File: src/rtl/tsg_pkg.sv
package tsg_pkg;
    // Slot counter phases
    typedef enum logic [1:0] {
        CNT_IDLE = 2'd0,
        CNT_RUN  = 2'd1,
        CNT_HOLD = 2'd2
    } cnt_state_e;

    localparam int unsigned SLOT_W_DEF = 6;
    localparam int unsigned BIT_W_DEF  = 3;
    localparam int unsigned NCH_DEF    = 4;
endpackage

File: src/rtl/tsg_slot_counter.sv
module tsg_slot_counter
    import tsg_pkg::*;
#(
    parameter int unsigned SLOT_W = SLOT_W_DEF,
    parameter int unsigned BIT_W  = BIT_W_DEF
) (
    input  logic              clk_i,
    input  logic              rst_ni,
    input  logic              sync_i,
    output logic              run_o,
    output logic [SLOT_W-1:0] slot_o,
    output logic              bound_o
);
    localparam logic [SLOT_W-1:0] SLOT_MAX = {SLOT_W{1'b1}};
    localparam logic [BIT_W-1:0]  BIT_MAX  = {BIT_W{1'b1}};

    cnt_state_e        state_q, state_d;
    logic              sync_q;
    logic              rise;
    logic [SLOT_W-1:0] slot_q;
    logic [BIT_W-1:0]  bit_q;

    assign rise = sync_i & ~sync_q;

    // next-state decode
    always_comb begin
        state_d = state_q;
        unique case (state_q)
            CNT_IDLE: if (rise) state_d = CNT_RUN;
            CNT_RUN: begin
                if (rise)
                    state_d = CNT_RUN;
                else if (bit_q == BIT_MAX && slot_q == SLOT_MAX)
                    state_d = CNT_HOLD;
            end
            CNT_HOLD: if (rise) state_d = CNT_RUN;
            default:  state_d = CNT_IDLE;
        endcase
    end

    // state register
    always_ff @(negedge clk_i or negedge rst_ni) begin
        if (!rst_ni) state_q <= CNT_IDLE;
        else         state_q <= state_d;
    end

    // counting datapath
    always_ff @(negedge clk_i or negedge rst_ni) begin
        if (!rst_ni) begin
            sync_q <= 1'b1;
            slot_q <= '0;
            bit_q  <= '0;
        end else begin
            sync_q <= sync_i;
            if (rise) begin
                slot_q <= '0;
                bit_q  <= '0;
            end else if (state_q == CNT_RUN) begin
                bit_q <= bit_q + 1'b1;
                if (bit_q == BIT_MAX && slot_q != SLOT_MAX)
                    slot_q <= slot_q + 1'b1;
            end
        end
    end

    assign run_o   = (state_q == CNT_RUN);
    assign slot_o  = slot_q;
    assign bound_o = rise | (state_q != CNT_RUN) | (bit_q == BIT_MAX);


    restart_zero_chk: assert property (@(negedge clk_i) disable iff (!rst_ni)
        rise |=> (slot_q == '0 && bit_q == '0 && state_q == CNT_RUN));


    sat_hold_chk: assert property (@(negedge clk_i) disable iff (!rst_ni)
        (state_q == CNT_HOLD && !rise) |=> (slot_q == SLOT_MAX && state_q == CNT_HOLD));
endmodule

File: src/rtl/tsg_assign_slot.sv
module tsg_assign_slot
    import tsg_pkg::*;
#(
    parameter int unsigned SLOT_W = SLOT_W_DEF
) (
    input  logic              clk_i,
    input  logic              rst_ni,
    input  logic              wr_i,
    input  logic [SLOT_W-1:0] wr_slot_i,
    input  logic              bound_i,
    input  logic              run_i,
    input  logic [SLOT_W-1:0] slot_i,
    output logic              fs_o
);
    localparam logic [SLOT_W-1:0] OFF_VAL = {1'b1, {(SLOT_W-1){1'b0}}};

    logic [SLOT_W-1:0] pend_q, act_q;
    logic              pend_v_q;

    always_ff @(negedge clk_i or negedge rst_ni) begin
        if (!rst_ni) begin
            pend_q   <= OFF_VAL;
            pend_v_q <= 1'b0;
            act_q    <= OFF_VAL;
        end else begin
            if (pend_v_q && bound_i) begin
                act_q    <= pend_q;
                pend_v_q <= 1'b0;
            end
            if (wr_i) begin
                pend_q   <= wr_slot_i;
                pend_v_q <= 1'b1;
            end
        end
    end

    assign fs_o = run_i & ~act_q[SLOT_W-1] & (slot_i == act_q);


    dis_quiet_chk: assert property (@(negedge clk_i) disable iff (!rst_ni)
        act_q[SLOT_W-1] |-> !fs_o);


    act_hold_chk: assert property (@(negedge clk_i) disable iff (!rst_ni)
        !bound_i |=> $stable(act_q));
endmodule

File: src/rtl/tdm_fsync_gen.sv
module tdm_fsync_gen
    import tsg_pkg::*;
#(
    parameter int unsigned NUM_CH = NCH_DEF,
    parameter int unsigned SLOT_W = SLOT_W_DEF,
    parameter int unsigned BIT_W  = BIT_W_DEF
) (
    input  logic                          clk_i,
    input  logic                          rst_ni,
    input  logic                          mode_shared_i,
    input  logic                          tx_sync_i,
    input  logic                          rx_sync_i,
    input  logic                          wr_i,
    input  logic [$clog2(2*NUM_CH)-1:0]   wr_ch_i,
    input  logic [SLOT_W-1:0]             wr_slot_i,
    output logic [NUM_CH-1:0]             fs_tx_o,
    output logic [NUM_CH-1:0]             fs_rx_o,
    output logic                          bus_en_n_o
);
    localparam int unsigned NOUT = 2 * NUM_CH;
    localparam int unsigned CH_W = $clog2(NOUT);

    logic              tx_run, rx_run, tx_bnd, rx_bnd;
    logic [SLOT_W-1:0] tx_slot, rx_slot;
    logic [NOUT-1:0]   fs_all, bnd_sel;

    tsg_slot_counter #(.SLOT_W(SLOT_W), .BIT_W(BIT_W)) tx_cnt_i (
        .clk_i(clk_i), .rst_ni(rst_ni), .sync_i(tx_sync_i),
        .run_o(tx_run), .slot_o(tx_slot), .bound_o(tx_bnd)
    );

    tsg_slot_counter #(.SLOT_W(SLOT_W), .BIT_W(BIT_W)) rx_cnt_i (
        .clk_i(clk_i), .rst_ni(rst_ni), .sync_i(rx_sync_i),
        .run_o(rx_run), .slot_o(rx_slot), .bound_o(rx_bnd)
    );

    for (genvar g = 0; g < NOUT; g++) begin : g_out
        logic              use_tx;
        logic              run_s;
        logic [SLOT_W-1:0] slot_s;

        if (g < NUM_CH) begin : g_txref
            assign use_tx = 1'b1;
        end else begin : g_rxref
            assign use_tx = mode_shared_i;
        end

        assign run_s      = use_tx ? tx_run  : rx_run;
        assign slot_s     = use_tx ? tx_slot : rx_slot;
        assign bnd_sel[g] = use_tx ? tx_bnd  : rx_bnd;

        tsg_assign_slot #(.SLOT_W(SLOT_W)) slot_i (
            .clk_i(clk_i), .rst_ni(rst_ni),
            .wr_i(wr_i && (wr_ch_i == CH_W'(g))),
            .wr_slot_i(wr_slot_i),
            .bound_i(bnd_sel[g]), .run_i(run_s), .slot_i(slot_s),
            .fs_o(fs_all[g])
        );


        fs_start_chk: assert property (@(negedge clk_i) disable iff (!rst_ni)
            $rose(fs_all[g]) |-> $past(bnd_sel[g]));


        fs_whole_chk: assert property (@(negedge clk_i) disable iff (!rst_ni)
            (fs_all[g] && !bnd_sel[g]) |=> fs_all[g]);
    end

    assign fs_tx_o    = fs_all[NUM_CH-1:0];
    assign fs_rx_o    = fs_all[NOUT-1:NUM_CH];
    assign bus_en_n_o = ~((|fs_tx_o) | (mode_shared_i & (|fs_rx_o)));


    bus_quiet_chk: assert property (@(negedge clk_i) disable iff (!rst_ni)
        (fs_all == '0) |-> bus_en_n_o);
endmodule

File: config.mk
export PLATFORM = sky130hd
export DESIGN_NAME = tdm_fsync_gen
export DESIGN_NICKNAME = d
export VERILOG_FILES = /design/src/rtl/tsg_pkg.sv /design/src/rtl/tsg_slot_counter.sv /design/src/rtl/tsg_assign_slot.sv /design/src/rtl/tdm_fsync_gen.sv
export SDC_FILE = /design/constraint.sdc
export NUM_CORES = 1
export LEC_CHECK = 0
export ABC_AREA = 1
export BUFFER_PORTS_ARGS = -buffer_cell sky130_fd_sc_hd__buf_4
export CORE_MARGIN = 3
export CORE_UTILIZATION = 60
export DETAILED_ROUTE_END_ITERATION = 8
export GPL_TIMING_DRIVEN = 0
export PLACE_DENSITY = 0.84
export SLEW_MARGIN = 25
export SYNTH_ARGS = -nofsm -noshare
export SYNTH_HDL_FRONTEND = slang
export SYNTH_SLANG_ARGS = --single-unit
File: constraint.sdc
create_clock -name clk_i -period 2.29 [get_ports clk_i]
set_clock_uncertainty 0.2 [all_clocks]
set_input_delay 0.229 -clock clk_i [delete_from_list [all_inputs] [get_ports clk_i]]
set_output_delay 0.229 -clock clk_i [all_outputs]
set_load 0.05 [all_outputs]
# Word level (Yosys, flattened, before mapping)
# Index checks and enable logic that the tools add are counted.
# op_classes
addsub	4
n_eq_ne	31
muxes	37
bitwise_logic	35
reduce_logical	43
# op_table
cell	n
== test 6 bit	8
2-to-1 mux 6 bit	7
nonzero test 2 bit	12
logical AND 1 bit	20
AND 1 bit	19
== test 3 bit, second input constant	6
2-to-1 mux 1 bit	18
adder 6 x 1 -> 6 bit, second input constant	2
== test 6 bit, second input constant	2
2-to-1 mux 2 bit	6
2-to-1 mux 3 bit	4
!= test 6 bit, second input constant	2
NOT 1 bit	11
!= test 2 x 1 -> 1 bit, second input constant	4
one-hot mux 2 bit (2 select lines)	2
AND reduction 2 bit	4
OR reduction 4 bit	2
adder 3 x 1 -> 3 bit, second input constant	2
== test 3 x 2 -> 1 bit, second input constant	2
OR 1 bit	5
== test 2 x 1 -> 1 bit, second input constant	2
== test 2 bit, second input constant	2
logical NOT 2 bit	2
OR reduction 2 bit	2
4 further kinds	4
# totals
ff_bits	128
in_bits	15
out_inout_bits	9

# Longest topological paths before layout
# Gate-level depths: netlist (run 1).
# depth
word_depth	8
depth_mapped	13
mapped_depth_nobuf	11

# Hierarchy
# From an unflattened synthesis (run 1), not the netlist that was laid out.
# unflattened
hier_cells	852
hier_area_um2	6648.9
# modules_own_cells
module	n_inst	cells_per_inst	area_each_um2	seq_area_each_um2
tsg_assign_slot	8	79	630.6	327.8
tsg_slot_counter (rx_cnt_i)	1	89	705.7	301.5
tsg_slot_counter (tx_cnt_i)	1	82	695.7	301.5
tdm_fsync_gen	1	49	202.7	0.0

==> results of run 1 <==
-- report_power, final --
group / leakage (nW) / internal (mW) / switching [mW]
clock network: 0.393 / 1.72 / 1.14
logic: 2.40 / 1.95 / 2.90
registers: 1.60 / 3.09 / 0.628
total: 4.39 / 6.76 / 4.68
-- path summary, 6_finish.rpt --
| check | from | end | slack, ps | cells past startpoint |
|---|---|---|---|---|
| setup / recovery | tx_cnt_i.slot_o[5]$_DFFE_NN0P_ | bus_en_n_o | -1600 | 9 |
| hold / removal | g_out[3].slot_i.pend_q[4]$_DFFE_NN0P_ | g_out[3].slot_i.act_q[4]$_DFFE_NN0P_ | 220 | 2 |
| setup reg to reg | tx_cnt_i.slot_o[0]$_DFFE_NN0P_ | tx_cnt_i.slot_o[3]$_DFFE_NN0P_ | -90 | 11 |
| hold reg to reg | g_out[3].slot_i.pend_q[4]$_DFFE_NN0P_ | g_out[3].slot_i.act_q[4]$_DFFE_NN0P_ | 220 | 2 |
| max in group asynchronous | rst_ni | g_out[7].slot_i.pend_q[5]$_DFFE_NN1P_ | 590 | 2 |
| min in group asynchronous | rst_ni | tx_cnt_i.bit_q[0]$_DFFE_NN0P_ | 460 | 1 |
-- final cells by class --
class / count / area (um2) / area share
repair buffers: 75 / 787.0 / 0.09352
clock inverters: 30 / 195.2 / 0.02319
flip-flops and latches: 128 / 3226 / 0.3833
inverters: 71 / 315.3 / 0.03747
multi-input cells: 500 / 2987 / 0.3549
well taps: 133 / 166.4 / 0.01977
clock buffers: 20 / 467.9 / 0.05561
plain buffers: 23 / 271.5 / 0.03226
-- state kept, by name, indices dropped and copies added, names as in the netlist --
signal and flops:
tx_cnt_i.sync_q 1, tx_cnt_i.bit_q 3, rx_cnt_i.slot_o 6, rx_cnt_i.sync_q 1
rx_cnt_i.state_q 2, g_out.slot_i.pend_v_q 8, tx_cnt_i.state_q 2, g_out.slot_i.act_q 48
tx_cnt_i.slot_o 6, rx_cnt_i.bit_q 3, g_out.slot_i.pend_q 48
-- through the flow --
step	setup WS, ps	TNS [ps]	hold WS [ps]
floorplan	-666.6	-20070	202.8
global placement	-1020	-124070	216.2
detailed placement	-1033	-54320	220.9
CTS	-1350	-16020	221.5
global route	-1599	-17780	243.0
finish	-1604	-15780	224.9
-- cells in the final DEF (no fill, tap or decap), types with 10 or more instances in the layout --
master / netlist / final
inv_4: 2 / 11
dfstp_2: 18 / 18
nand2_4: 0 / 25
nand3_2: 0 / 12
buf_4: 8 / 50
nand2_2: 12 / 27
buf_6: 4 / 10
o21ai_2: 24 / 23
buf_8: 0 / 20
o21ai_0: 57 / 56
clkbuf_16: 0 / 22
dfrtn_1: 110 / 110
nand3_1: 50 / 35
nor2_1: 44 / 31
xor2_1: 17 / 16
inv_1: 68 / 68
nor2_2: 1 / 10
nand2_1: 246 / 201
-- logic make-up after synthesis --
group           Yosys count  share of synthesized area
xor+xnor                 20                    0.02855
simple gates            372                     0.2582
compound gates          102                     0.1022
fa+ha+maj                 6                    0.01224
buf+inv                 101                    0.07301
flops                   128                     0.5258
-- timing repair --
| action | CTS | global route |
|---|---|---|
| buffers inserted | 29 | 23 |
| pin swaps | 30 | 36 |
| gates resized for setup | 80 | 77 |
| endpoints found under the setup margin | 37 | 45 |
| cloned | 4 | 0 |
-- critical path, stage by stage, from the launching register on --
cell and delay (ps):
dfrtn_1 330, clkbuf_8 140, buf_4 130, nor2_1 340, nand2_1 130, nor2_1 190, nand3_2 140, nand4_1 230
nor2_4 70, buf_8 150
-- routing by layer --
layer | vias to the layer above | track usage | wire length (um)
met5 | - | 0 | 0
met4 | 0 | 0.1580 | 1292
met3 | 146 | 0.09693 | 2377
met2 | 469 | 0.5331 | 9844
met1 | 2861 | 0.4040 | 7403
li1 | 2524 | - | -
==> results.md, run 1 <==
* Inserted Diodes at 0
* CTS Sinks at 128
* Vias at 6000
* Clk Latency, worst-skew pair at 500 ps
* Share of synthesized registers carrying an async set or reset at 1.000
* Die W at 107.1 um
* Worst EP arrival at 3470 ps
* Fin. max-slew vios at 0
* 1st-pass router iterations at 5
* Crit Path Class: flip-flop to primary output
* Fillers at 403
* Nets at 855
* Area grow syn2layout at 37.18%
* Synth Register Bits at 128
* Placed cell areas at 6779 um2
* DR iter-0 viols at 744
* Number of cell rows at 36
* Setup violations, final at 42
* Seq/Total Area, Yosys at 0.5258
* Syn_nets at 750
* H-tree depth at 4
* Area leader, netlist: dfrtn_1
* DRT Wirelength at 20920 um
* Synthesized area at 6135 um2
* Slew headroom at 0.6836
* Hold/Removal Path Class: flip-flop to flip-flop
* Syn avg cell area at 8.415 um2
* Clock buffer depth at 2
* Global-route wire length before repair at 28750 um
* Post-DR wirelength/cell at 21.34 um
* Layout Utilization at 0.8531
* Final Cell Area at 8416 um2
* Die ar. at 11470 um2
* Status: finished, violations left
* Tot Pwr at 11.44 mW
* Cts hold-fix bufs at 0
* CTS Root Cell: clkbuf_8
* Critical path peak fanout at 3
* Top post-synthesis cells by count: nand2_1 (246), dfrtn_1 (110), inv_1 (68)
* Total CTS buffers at 17
* Post-synth EDFFs at 0
* P_leak at 4.386 nW
* Cell with the most instances after synthesis: nand2_1
* Final hold violations at 0
* Post-DP HPWL at 9816 um
* Synth top area share at 0.4487
* Average vias per placed instance at 6.122
* Cells after DPL at 885
* Global placer's final weighted congestion at 0.8425
* Worst-path clk slew at 40 ps
* I/O Pins at 24
* Global-route usage over all layers at 0.3290
* Worst EP required at 1860 ps
* Top_reg_cell synth: dfrtn_1
* Max IR drop VDD at 0.8797 mV
* Measured slew at the worst slew-check pin at 474.6 ps
* Cells after Synth at 729
* Synth cell types at 31
* Initial Util at 0.6219
* Finished Layout Cells at 980
* TritonCTS clock tree: built
* Initial antenna violation count at 0
* Crit start category: flip-flop
* PD cells at 1359 nW/um2
* Antenna Nets Post-Route at 0
* RSZ-0062 raised after global routing: true
* YS warnings at 0
* Remaining Overflow, GRT at 0
* Final Worst Setup Slack at -1604 ps
* Remaining DRCs at 0
* Share of cells above drive strength 1 at 0.3459
* Pin count of the biggest net entering global routing at 98
* Failing checks: negative setup slack
* Maxcap violations at 0
* Die Ht at 107.1 um
* IO buf count at 22
* Core area at 9864 um2
* Largest cells by area after synthesis: dfrtn_1 (45%), nand2_1 (15%), dfstp_2 (7.7%), o21ai_0 (4.7%), inv_1 (4.2%)
* Vias in the first global route at 5670
* Crit path capture type: primary output
Note: power is estimated with default switching activity, not from simulation.
==> run 2: changes to the inputs <==
CORE_UTILIZATION = 50   (was 60)
PLACE_DENSITY = 0.73   (was 0.84)
==> results.md, run 2 (synthesis results as in run 1) <==
* Worst EP arrival at 3210 ps
* P_leak at 4.446 nW
* Status: finished, violations left
* Largest delay share family, worst path: simple AND/OR/NAND/NOR gates
* Slew headroom at 0.6788
* Most frequent cells in the layout: nand2_1 (196), dfrtn_1 (110), inv_1 (71)
* H-tree depth at 4
* I/O Pins at 24
* R2R Path End: g_out[4].slot_i.act_q[2]$_DFFE_NN0P_
* Clock buffer depth at 2
* Tot Pwr at 11.02 mW
* Die ar. at 13630 um2
* Average vias per placed instance at 5.437
* Clock share of power at 0.258
* CTS Sinks at 128
* RSZ-0062 raised after global routing: true
* Hold/Removal Path Class: flip-flop to flip-flop
* Remaining Overflow, GRT at 0
* Max IR drop VDD at 0.7148 mV
* Number of cell rows at 39
* Cells after DPL at 895
* Fin. max-slew vios at 0
* Final Cell Area at 8467 um2
* TritonCTS clock tree: built
* Clk Latency, worst-skew pair at 460 ps
* Post-Place Setup Slack at -1052 ps
* Final hold violations at 0
* Failing checks: negative setup slack
* Crit path capture type: primary output
* Global placer's final weighted congestion at 0.9195
* Finished Layout Cells at 993
* Total CTS buffers at 17
* DR iter-0 viols at 415
* Measured slew at the worst slew-check pin at 481.7 ps
* Crit path capture: bus_en_n_o
* Largest registers: g_out.slot_i.act_q x48, g_out.slot_i.pend_q x48, g_out.slot_i.pend_v_q x8
* IO buf count at 22
* Crit path top cell by count: buf_8
* Maxcap violations at 0
* Core area at 11710 um2
* Setup violations, final at 38
* DRT Wirelength at 16490 um
* Multi-input logic area at 2922 um2
* Placed cell areas at 6792 um2
* Internal cell power at 6.872 mW
* Pin count of the biggest net entering global routing at 100
* Share of cells above drive strength 1 at 0.3388
* Largest stage delay on the critical path at 450 ps
* Global-route wire length before repair at 25990 um
* Antenna Nets Post-Route at 0
* Nets at 858
* Fillers at 788
* Sw Ratio at 0.3762
* Final Worst Setup Slack at -1350 ps
* FF-to-FF Start: tx_cnt_i.state_q[0]$_DFFE_NN0P_
* Crit path max-delay cell type: dfrtn_1
* Remaining DRCs at 0
* FF-to-FF path depth at 16
* Cell Chain, Critical Path: buf_8 > buf_6 > xor2_1 > nor2_1 > nand3_2 > nand4_1 > nor2_4 > buf_8
* Worst-path clk slew at 40 ps
* Global-route usage over all layers at 0.2529
* Comb pwr share at 0.412
* 1st-pass router iterations at 5
* Critical path peak fanout at 8
* CP startpoint: tx_cnt_i.slot_o[1]$_DFFE_NN0P_
* Crit start category: flip-flop
* Die Ht at 116.8 um
* Post-DP HPWL at 9863 um
* Crit Path Class: flip-flop to primary output
* Critical path depth in cells at 8
* Worst EP required at 1860 ps
* Vias in the first global route at 5329
* Die W at 116.8 um
* P_sw at 4.144 mW
* CTS Root Cell: clkbuf_16
* Most common cell after layout, fill and taps aside: nand2_1
* PD cells at 1301 nW/um2
* Crit path buffers/inverters at 3
* Post-DR wirelength/cell at 16.60 um
* Area grow syn2layout at 38.02%
* Initial antenna violation count at 0
* Flop2flop setup slack at -190 ps
* Sequential Power Share at 0.329
* Initial Util at 0.5238
* Vias at 5399
* Inserted Diodes at 0
* Seq. cell area at 3226 um2
-- run 2: layer usage --
metal / global-route usage / up-vias / routed length [um]
li1: - / 2544 / -
met1: 0.3163 / 2636 / 6927
met2: 0.4171 / 169 / 8294
met3: 0.06736 / 50 / 766
met4: 0.1040 / 0 / 499
met5: 0 / - / 0
-- run 2: how the worst min path moves through the flow --
stage | start | to | slack, ps | cells past startpoint
2_1_floorplan | g_out[0].slot_i.pend_q[0]$_DFFE_NN0P_ | g_out[0].slot_i.act_q[0]$_DFFE_NN0P_ | 200 | 2
3_3_place_gp | g_out[2].slot_i.pend_q[4]$_DFFE_NN0P_ | g_out[2].slot_i.act_q[4]$_DFFE_NN0P_ | 220 | 2
3_5_place_dp | g_out[0].slot_i.pend_q[2]$_DFFE_NN0P_ | g_out[0].slot_i.act_q[2]$_DFFE_NN0P_ | 220 | 2
4_1_cts | g_out[0].slot_i.pend_q[2]$_DFFE_NN0P_ | g_out[0].slot_i.act_q[2]$_DFFE_NN0P_ | 220 | 2
5_1_grt | g_out[0].slot_i.pend_q[3]$_DFFE_NN0P_ | g_out[0].slot_i.act_q[3]$_DFFE_NN0P_ | 240 | 2
6_report | g_out[0].slot_i.pend_q[3]$_DFFE_NN0P_ | g_out[0].slot_i.act_q[3]$_DFFE_NN0P_ | 220 | 2
-- run 2: cell type report --
type / instances / area share
Tap cell: 143 / 0.02113
Sequential cell: 128 / 0.3810
Clock buffer: 21 / 0.05571
Inverter: 71 / 0.03887
Buffer: 26 / 0.03428
Timing Repair Buffer: 75 / 0.1005
Clock inverter: 29 / 0.02350
Multi-Input combinational cell: 500 / 0.3451
-- run 2: power groups by stage --
| stage | Combinational, mW | Clock, mW | Sequential [mW] |
|---|---|---|---|
| detailed placement | 3.31 | 0.0508 | 3.56 |
| finish | 4.54 | 2.85 | 3.63 |
| global route | 4.93 | 3.02 | 3.70 |
| CTS | 4.14 | 2.86 | 3.57 |
| floorplan | 2.63 | 0.0508 | 3.44 |
| global placement | 3.22 | 0.0508 | 3.52 |
-- run 2: timing repair --
item                                    CTS  global route
pin swaps                                30            31
resized for setup                        85            73
hold buffers                              0             0
endpoints found under the setup margin   58            62
cloned                                    4             0
buffers inserted                         36            16
-- run 2: metrics by stage --
stage	hold WS (ps)	setup TNS, ps	util
floorplan	202.8	-20070	-
global placement	215.5	-126820	0.5769
CTS	220.7	-15900	0.6955
finish	215.3	-17080	0.7230
global route	241.9	-18580	0.7230
detailed placement	218.5	-56250	0.5799
-- run 2: worst register-to-register path, stage by stage, from the launching register on --
cell and delay, ps:
dfrtn_1 460, inv_2 70, nor2_4 150, inv_6 60, buf_6 120, buf_4 160, nor2_8 130, inv_4 60
nor2_8 150, inv_8 50, o21ai_4 160, buf_12 160, buf_12 120, nor2_4 40, buf_8 150, nand2_4 60
o21ai_2 50
==> run 3: changes to the inputs <==
clock period = 3.7 ns   (was 2.29 ns; I/O delays follow)
==> results.md, run 3 (synthesis results as in run 1) <==
* Status: finished, violations left
* Failing checks: negative setup slack
* Largest registers: g_out.slot_i.act_q x48, g_out.slot_i.pend_q x48, g_out.slot_i.pend_v_q x8
* Clk Latency, worst-skew pair at 450 ps
* Crit Path Class: flip-flop to primary output
* Number of cell rows at 39
* Die W at 116.8 um
* Slew headroom at 0.7101
* Die ar. at 13630 um2
* Initial Util at 0.5238
* Global-route wire length before repair at 24760 um
* Largest delay share family, worst path: simple AND/OR/NAND/NOR gates
* Pin count of the biggest net entering global routing at 86
* 1st-pass router iterations at 5
* Remaining Overflow, GRT at 0
* Remaining DRCs at 0
* Inserted Diodes at 0
* Post-Place Setup Slack at -476.1 ps
* Critical path peak fanout at 6
* Global-route usage over all layers at 0.2404
* I/O Pins at 24
* Worst-path clk slew at 40 ps
* Post-DP HPWL at 9924 um
* Metal3 WL at 773 um
* Fin. max-slew vios at 0
* P_leak at 4.080 nW
* Maxcap violations at 0
* Worst EP required at 3130 ps
* CP startpoint: tx_cnt_i.slot_o[1]$_DFFE_NN0P_
* Hold path startpoint: g_out[2].slot_i.pend_q[0]$_DFFE_NN0P_
* Largest stage delay on the critical path at 440 ps
* PD cells at 824.3 nW/um2
* Wl on met1 at 6693 um
* Met2 wire len at 7609 um
* Final hold violations at 0
* CTS Sinks at 128
* Vias at 5147
* Hold/Removal Path Class: flip-flop to flip-flop
* Share of cells above drive strength 1 at 0.2644
* Most common cell after layout, fill and taps aside: nand2_1
* Antenna Nets Post-Route at 0
* Average vias per placed instance at 5.279
* Crit path capture type: primary output
* Tot Pwr at 6.446 mW
* Setup violations, final at 9
* Worst EP arrival at 3870 ps
* Initial antenna violation count at 0
* IO buf count at 22
* Final Worst Setup Slack at -735.8 ps
* Die Ht at 116.8 um
* Post-DR wirelength/cell at 15.77 um
* Most frequent cells in the layout: nand2_1 (226), dfrtn_1 (110), inv_1 (82)
* Fillers at 917
* Vias in the first global route at 5045
* FF-to-FF Start: tx_cnt_i.state_q[0]$_DFFE_NN0P_
* Crit path buffers/inverters at 3
* Hold WS at 214.4 ps
* Total CTS buffers at 17
* Crit start category: flip-flop
* Measured slew at the worst slew-check pin at 434.4 ps
* Cts hold-fix bufs at 0
* Max IR drop VDD at 0.4670 mV
* Core area at 11710 um2
* Cell Chain, Critical Path: buf_8 > buf_12 > xor2_2 > nor2_1 > nand4_1 > nand4_1 > nor2_4 > buf_6
* Global placer's final weighted congestion at 0.8456
* DRT Wirelength at 15370 um
* Nets at 840
* Crit path top cell by count: nand4_1
* H-tree depth at 4
* Max layer used: met4
* Area grow syn2layout at 27.47%
* TritonCTS clock tree: built
* Crit path max-delay cell type: dfrtn_1
* CTS Root Cell: clkbuf_16
* DR iter-0 viols at 408
* Clock buffer depth at 2
* RSZ-0062 raised after global routing: true
## run 3: cell types whose count changed in the layout (fill, tap and decap cells not counted), moves of 8 or more
cell	before	now
buf_6	19	11
nand2_4	27	10
nand2_1	196	226
inv_1	71	82
## run 3: final cells by class
type | count | area, um2 | area share
timing repair buffer | 57 | 575.6 | 0.07360
buffer | 26 | 214.0 | 0.02736
multi-input combinational | 500 | 2669 | 0.3413
clock buffer | 19 | 464.2 | 0.05936
tap | 143 | 178.9 | 0.02288
clock inverter | 31 | 216.5 | 0.02768
inverter | 71 | 276.5 | 0.03536
sequential | 128 | 3226 | 0.4125
## run 3: final timing paths
| check | slack (ps) | end | depth (start not counted) |
|---|---|---|---|
| setup reg to reg | 1350 | g_out[4].slot_i.act_q[4]$_DFFE_NN0P_ | 14 |
| max in group asynchronous | 1090 | g_out[5].slot_i.pend_q[5]$_DFFE_NN1P_ | 2 |
| min in group asynchronous | 1390 | tx_cnt_i.bit_q[0]$_DFFE_NN0P_ | 1 |
| hold reg to reg | 210 | g_out[2].slot_i.act_q[0]$_DFFE_NN0P_ | 2 |
| hold / removal | 210 | g_out[2].slot_i.act_q[0]$_DFFE_NN0P_ | 2 |
| setup / recovery | -740 | bus_en_n_o | 8 |
## run 3: timing repair
action | 4_1_cts | 5_1_grt
resized for setup | 44 | 29
setup buffers | 19 | 17
gates cloned | 0 | 0
pin swaps | 9 | 21
endpoints found under the setup margin | 9 | 24
## run 3: routing by layer
layer,GRT usage,vias to the layer above
met5,0,-
met4,0.08716,0
met3,0.06321,27
met2,0.3857,138
met1,0.3158,2499
li1,-,2483
## run 3: power breakdown
part	internal [mW]	switching [mW]	leakage, nW	total (mW)
clock	1.09	0.711	0.398	1.80
combinational	1.04	1.41	2.09	2.44
sequential	1.91	0.292	1.60	2.21
## run 3: stage by stage
stage          setup TNS [ps]  instance area [um2]  cells    util
2_1_floorplan          -800.2                 6240    729       -
3_3_place_gp           -17030                 6584    894  0.5622
3_5_place_dp           -10170                 6619    895  0.5652
4_1_cts                 -4966                 7586    960  0.6478
5_1_grt                 -5955                 7820    975  0.6677
6_report                -5141                 7820    975  0.6677
## run 3: tightest hold or removal path: stages (launching register included)
cell and delay (ps):
dfrtn_1 400, nand2_1 50, nand2_1 50
